--- src/rtl/ocm_pkg.sv ---
package ocm_pkg;

  typedef enum logic [1:0] {
    ACT_NONE   = 2'b00,
    ACT_TOGGLE = 2'b01,
    ACT_LOW    = 2'b10,
    ACT_HIGH   = 2'b11
  } act_e;

  function automatic logic apply_act(input act_e a, input logic cur);
    logic nxt;
    case (a)
      ACT_TOGGLE: nxt = ~cur;
      ACT_LOW:    nxt = 1'b0;
      ACT_HIGH:   nxt = 1'b1;
      default:    nxt = cur;
    endcase
    return nxt;
  endfunction

endpackage

--- src/rtl/ocm_match.sv ---
module ocm_match #(
  parameter int CW = 16
) (
  input  logic [CW-1:0] cnt_i,
  input  logic [CW-1:0] cmp_i,
  input  logic          step_i,
  input  logic          sel_i,
  output logic          hit_o
);
  // equality is only qualified on a count step in compare mode
  always_comb hit_o = step_i & sel_i & (cnt_i == cmp_i);
endmodule

--- src/rtl/ocm_master.sv ---
module ocm_master #(
  parameter int NCH = 8
) (
  input  logic [NCH-1:0] hit_i,
  input  logic [NCH-1:0] force_i,
  input  logic [NCH-1:0] sel_i,
  input  logic [NCH-1:0] mask_i,
  output logic [NCH-1:0] ovr_o
);
  localparam int M = NCH - 1;
  logic mevt;

  always_comb begin
    mevt  = sel_i[M] & (hit_i[M] | force_i[M]);
    ovr_o = {NCH{mevt}} & mask_i & sel_i;
  end
endmodule

--- src/rtl/ocm_chan.sv ---
module ocm_chan
  import ocm_pkg::*;
(
  input  logic       clk,
  input  logic       rst,
  input  logic       sel_i,
  input  logic       hit_i,
  input  logic       force_i,
  input  logic [1:0] act_i,
  input  logic       ovr_i,
  input  logic       odata_i,
  input  logic       clr_i,
  input  logic       ien_i,
  output logic       pin_o,
  output logic       flag_o,
  output logic       irq_o
);
  logic pin_q, flag_q, irq_q;
  logic pin_d, flag_d;

  always_comb begin
    pin_d = pin_q;
    if (sel_i && (hit_i || force_i)) pin_d = apply_act(act_e'(act_i), pin_q);
    if (ovr_i) pin_d = odata_i;          // master has last word
    flag_d = flag_q & ~clr_i;
    if (hit_i) flag_d = 1'b1;            // event beats clear
  end

  always_ff @(posedge clk) begin
    if (rst) begin
      pin_q  <= 1'b0;
      flag_q <= 1'b0;
      irq_q  <= 1'b0;
    end else begin
      pin_q  <= pin_d;
      flag_q <= flag_d;
      irq_q  <= flag_d & ien_i;
    end
  end

  assign pin_o  = pin_q;
  assign flag_o = flag_q;
  assign irq_o  = irq_q;
endmodule

--- src/rtl/ocm_timer.sv ---
module ocm_timer #(
  parameter int NCH = 8,
  parameter int CW  = 16
) (
  input  logic              clk,
  input  logic              rst,
  input  logic [CW-1:0]     cnt_i,
  input  logic              cnt_step_i,
  input  logic [NCH-1:0]    oc_sel_i,
  input  logic [2*NCH-1:0]  act_i,
  input  logic [NCH*CW-1:0] cmp_i,
  input  logic [NCH-1:0]    mask_i,
  input  logic [NCH-1:0]    mdata_i,
  input  logic [NCH-1:0]    ien_i,
  input  logic [NCH-1:0]    flag_clr_i,
  input  logic [NCH-1:0]    force_i,
  output logic [NCH-1:0]    pin_o,
  output logic [NCH-1:0]    flag_o,
  output logic [NCH-1:0]    irq_o
);
  logic [NCH-1:0] hit;
  logic [NCH-1:0] ovr;

  for (genvar k = 0; k < NCH; k++) begin : g_cmp
    ocm_match #(.CW(CW)) match_i (
      .cnt_i  (cnt_i),
      .cmp_i  (cmp_i[k*CW +: CW]),
      .step_i (cnt_step_i),
      .sel_i  (oc_sel_i[k]),
      .hit_o  (hit[k])
    );
  end

  ocm_master #(.NCH(NCH)) master_i (
    .hit_i   (hit),
    .force_i (force_i),
    .sel_i   (oc_sel_i),
    .mask_i  (mask_i),
    .ovr_o   (ovr)
  );

  for (genvar k = 0; k < NCH; k++) begin : g_ch
    ocm_chan chan_i (
      .clk     (clk),
      .rst     (rst),
      .sel_i   (oc_sel_i[k]),
      .hit_i   (hit[k]),
      .force_i (force_i[k]),
      .act_i   (act_i[2*k +: 2]),
      .ovr_i   (ovr[k]),
      .odata_i (mdata_i[k]),
      .clr_i   (flag_clr_i[k]),
      .ien_i   (ien_i[k]),
      .pin_o   (pin_o[k]),
      .flag_o  (flag_o[k]),
      .irq_o   (irq_o[k])
    );
  end
endmodule

--- config.mk ---
export PLATFORM = sky130hd
export DESIGN_NAME = ocm_timer
export DESIGN_NICKNAME = d
export VERILOG_FILES = /design/src/rtl/ocm_pkg.sv /design/src/rtl/ocm_match.sv /design/src/rtl/ocm_master.sv /design/src/rtl/ocm_chan.sv /design/src/rtl/ocm_timer.sv
export SDC_FILE = /design/constraint.sdc
export NUM_CORES = 1
export LEC_CHECK = 0
export BUFFER_PORTS_ARGS = -buffer_cell sky130_fd_sc_hd__buf_2
export CORE_MARGIN = 3
export CORE_UTILIZATION = 36
export DETAILED_ROUTE_END_ITERATION = 8
export PLACE_DENSITY = 0.89
export SETUP_SLACK_MARGIN = 0.4
export SLEW_MARGIN = 20
export SYNTH_ARGS = -nofsm -noshare
export SYNTH_HDL_FRONTEND = slang
export SYNTH_HIERARCHICAL = 1
export SYNTH_SLANG_ARGS = --single-unit
--- constraint.sdc ---
create_clock -name clk -period 2 [get_ports clk]
set_input_delay 0.2 -clock clk [delete_from_list [all_inputs] [get_ports clk]]
set_output_delay 0.2 -clock clk [all_outputs]
set_load 0.02 [all_outputs]
==> summary.md <==
| Metric | Value |
|---|---|
| Synth warnings | 6 |
| Final Instance Count excl. Fillers | approximately 710 |
| Clock Skews | 0.000754 ns |
| Drc violations | 0 |
| Layout cells sized above 1 | 57.7% |
| Chip Height | 93.9 um |
| Register area share after synthesis | about 17% |
| Post-DP HPWL | between 9 and 10 mm |
| CORE AREA | roughly 7400 um2 |
| Avg Cell Area, Syn | 8.82 um2 |
| Top-area cell type share of the netlist area | approximately a third |
| Worst reg2reg setup slack | 1.07 ns |
| Final Util | between 60% and 70% |
| CP Launch Type | input port |
| Post-synthesis cell type count | 22 |
| Min-delay src | ien_i[6] |
| Max Clock Freq | 0.471 GHz |
| CTS buffer count | 3 |
| Per-cell routed wire length | approximately 17 um |
| Largest net degree at the start of global routing | 33 |
| CTS Buffer Depth | 2 |
| Synth area leaders | xnor2_1 (33%), dfxtp_1 (17%), xor2_1 (7.6%), nand4_1 (5.4%), nor4b_2 (4.3%) |
| Post-route minimum period | 2.12 ns |
| Clock root buffer master | clkbuf_8 |
| Diode count | 0 |
| Area leader, netlist | xnor2_1 |
| Crit Path Category | input port to flop |
| GRT Total Usage | between 20% and 30% |
| Synthesis-stage register bit count | 24 |
| Vias | 3611 |
| GPL Wtd Cong | 0.896 |
| Synth Flop Type | dfxtp_1 |
| Vias per std cell | 5.11 |
| CTS tree | built |
| Clock latency on the worst-skew pair | roughly 0.26 ns |
| First-pass GRT wire length | 17.7 mm |
| Slew at the pin closest to its max-slew limit | a little under 0.7 ns |
| Arr. time, crit path | approximately 2.3 ns |
| # H-tree levels | 1 |
| Total power draw | roughly 1.7 mW |
| Final Net Count | between 800 and 900 |
| Synthesized net count | between 500 and 600 |
| Status | finished with violations |
| Placed cell count | slightly below 700 |
| Leading cell type in the layout, fill and taps excluded | buf_2 |
| Die span in x | roughly 94 um |
| Starting DRT DRC Count | 71 |
| Most frequent cells in the layout | buf_2 (225), xnor2_1 (81), buf_4 (52) |
| Vias in the first global route | about 4000 |
| Worst Setup SP | cnt_i[14] |
| Rel. slew slack | 54.3% |
| Final hold violations | 0 |
| Die footprint | 8810 um2 |
| Worst-path fanout max | 5 |
| Setup-failing EPs final | 4 |
| Peak VDD IR | about 0.21 mV |
| Initial Utilization | roughly 38% |
| Async set-or-reset flop fraction in the synthesized netlist | 0% |
| Synthesized cell area | 2780 um2 |
| RR Startpoint | g_ch[6].chan_i/pin_o |
| Buffers on Ports | approximately 230 |
| Critical Path RT | approximately 2.2 ns |
| Hold Path Class | input port to flop |
| CP endpoint kind | flop |
| # rows | 31 |
| Gate Count Post-Synth | between 300 and 400 |
| Slew Limit Fails | 0 |
| Worst hold margin | roughly 0.12 ns |
| Routed WL | around 12 mm |
| Final Cycle Share | 106% |
| Clk sink count | 24 |
| RSZ-0062 raised after global routing | yes |
| Power Density | approximately 340 nW/um2 |
| CTS clk-pin slew, worst paths | ~0.090 ns |
| Antenna viol nets, final | 0 |
| Setup WS post-layout | -0.123 ns |
| GR Overflow Total | 0 |
| P&R area growth vs syn | 79.3% |
| Initial antenna violation count | 0 |
| LEAKAGE | 2.30 nW |
| MaxCap Viol Count | 0 |
| Number of flops mapped to enable cells by yosys | 0 |
| Violated checks | setup timing |
| Pre-antenna DRT Iters | 4 |
| I/O Pins | 235 |
[critical path, stage by stage]
cell and delay, ns:
buf_2 0.14, buf_4 0.15, xnor2_1 0.16, nand4_1 0.13, or4_4 0.57, nor4_4 0.25
o221a_1 0.27, nor4b_2 0.06, a311o_1 0.35
[state kept, by name (all words and copies together), names as in the netlist]
name and count:
g_ch.chan_i/irq_o 8, g_ch.chan_i/flag_o 8, g_ch.chan_i/pin_o 8
[cell type report]
cell class / instances / area (um2)
Clock buffer: 3 / 41.3
Fill cell: 584 / 2390
Timing Repair Buffer: 293 / 1730
Multi-Input combinational cell: 280 / 2570
Sequential cell: 24 / 480
Inverter: 8 / 30.0
Tap cell: 99 / 124
[per-layer routing]
metal  part of all wire [%]  track usage (%)  routed length, um
met3                    8.9             4.81               1100
met4                    4.5             12.6                556
met5                      0                0                  0
met2                     52             47.4               6410
met1                     35             27.2               4280
[path summary, 6_finish.rpt]
check | to | cells past startpoint
setup / recovery | g_ch[6].chan_i/pin_o | 9
hold / removal | g_ch[6].chan_i/irq_o | 2
setup reg to reg | g_ch[6].chan_i/pin_o | 2
hold reg to reg | g_ch[3].chan_i/flag_o | 2
[cells by family after synthesis]
logic type | synth area share, %
xor+xnor | 40.3
fa+ha+maj | 3.60
flops | 17.3
compound gates | 12.2
buf+inv | 1.71
simple gates | 24.9
[timing repair]
item                       in CTS  in global routing
setup endpoints to repair      24                 24
setup buffers                   8                 11
resized for setup              37                 37
gates cloned                    1                  0
hold buffers                    0                  0
pin swaps                      38                 22
[synth_stat cells, drive strengths merged (16+ instances only)]
master / n
nor2: 16
nand2: 16
xnor2: 104
xor2: 24
dfxtp: 24
nand4: 24
[report_power, final]
part | internal, mW | switching (mW)
clock | 0.135 | 0.160
combinational | 0.490 | 0.410
sequential | 0.489 | 0.00781
total | 1.11 | 0.578
[metrics by stage]
stage               setup slack, ns  cell area (um2)  setup TNS, ns
finish                       -0.123             4980         -0.211
global route                 -0.155             4980         -0.803
CTS                         -0.0606             4690         -0.294
detailed placement           -0.451             4400          -4.45
global placement             -0.413             4400          -3.31
floorplan                   -0.0765             2800         -0.536
Power figures use the tool's default switching activity.
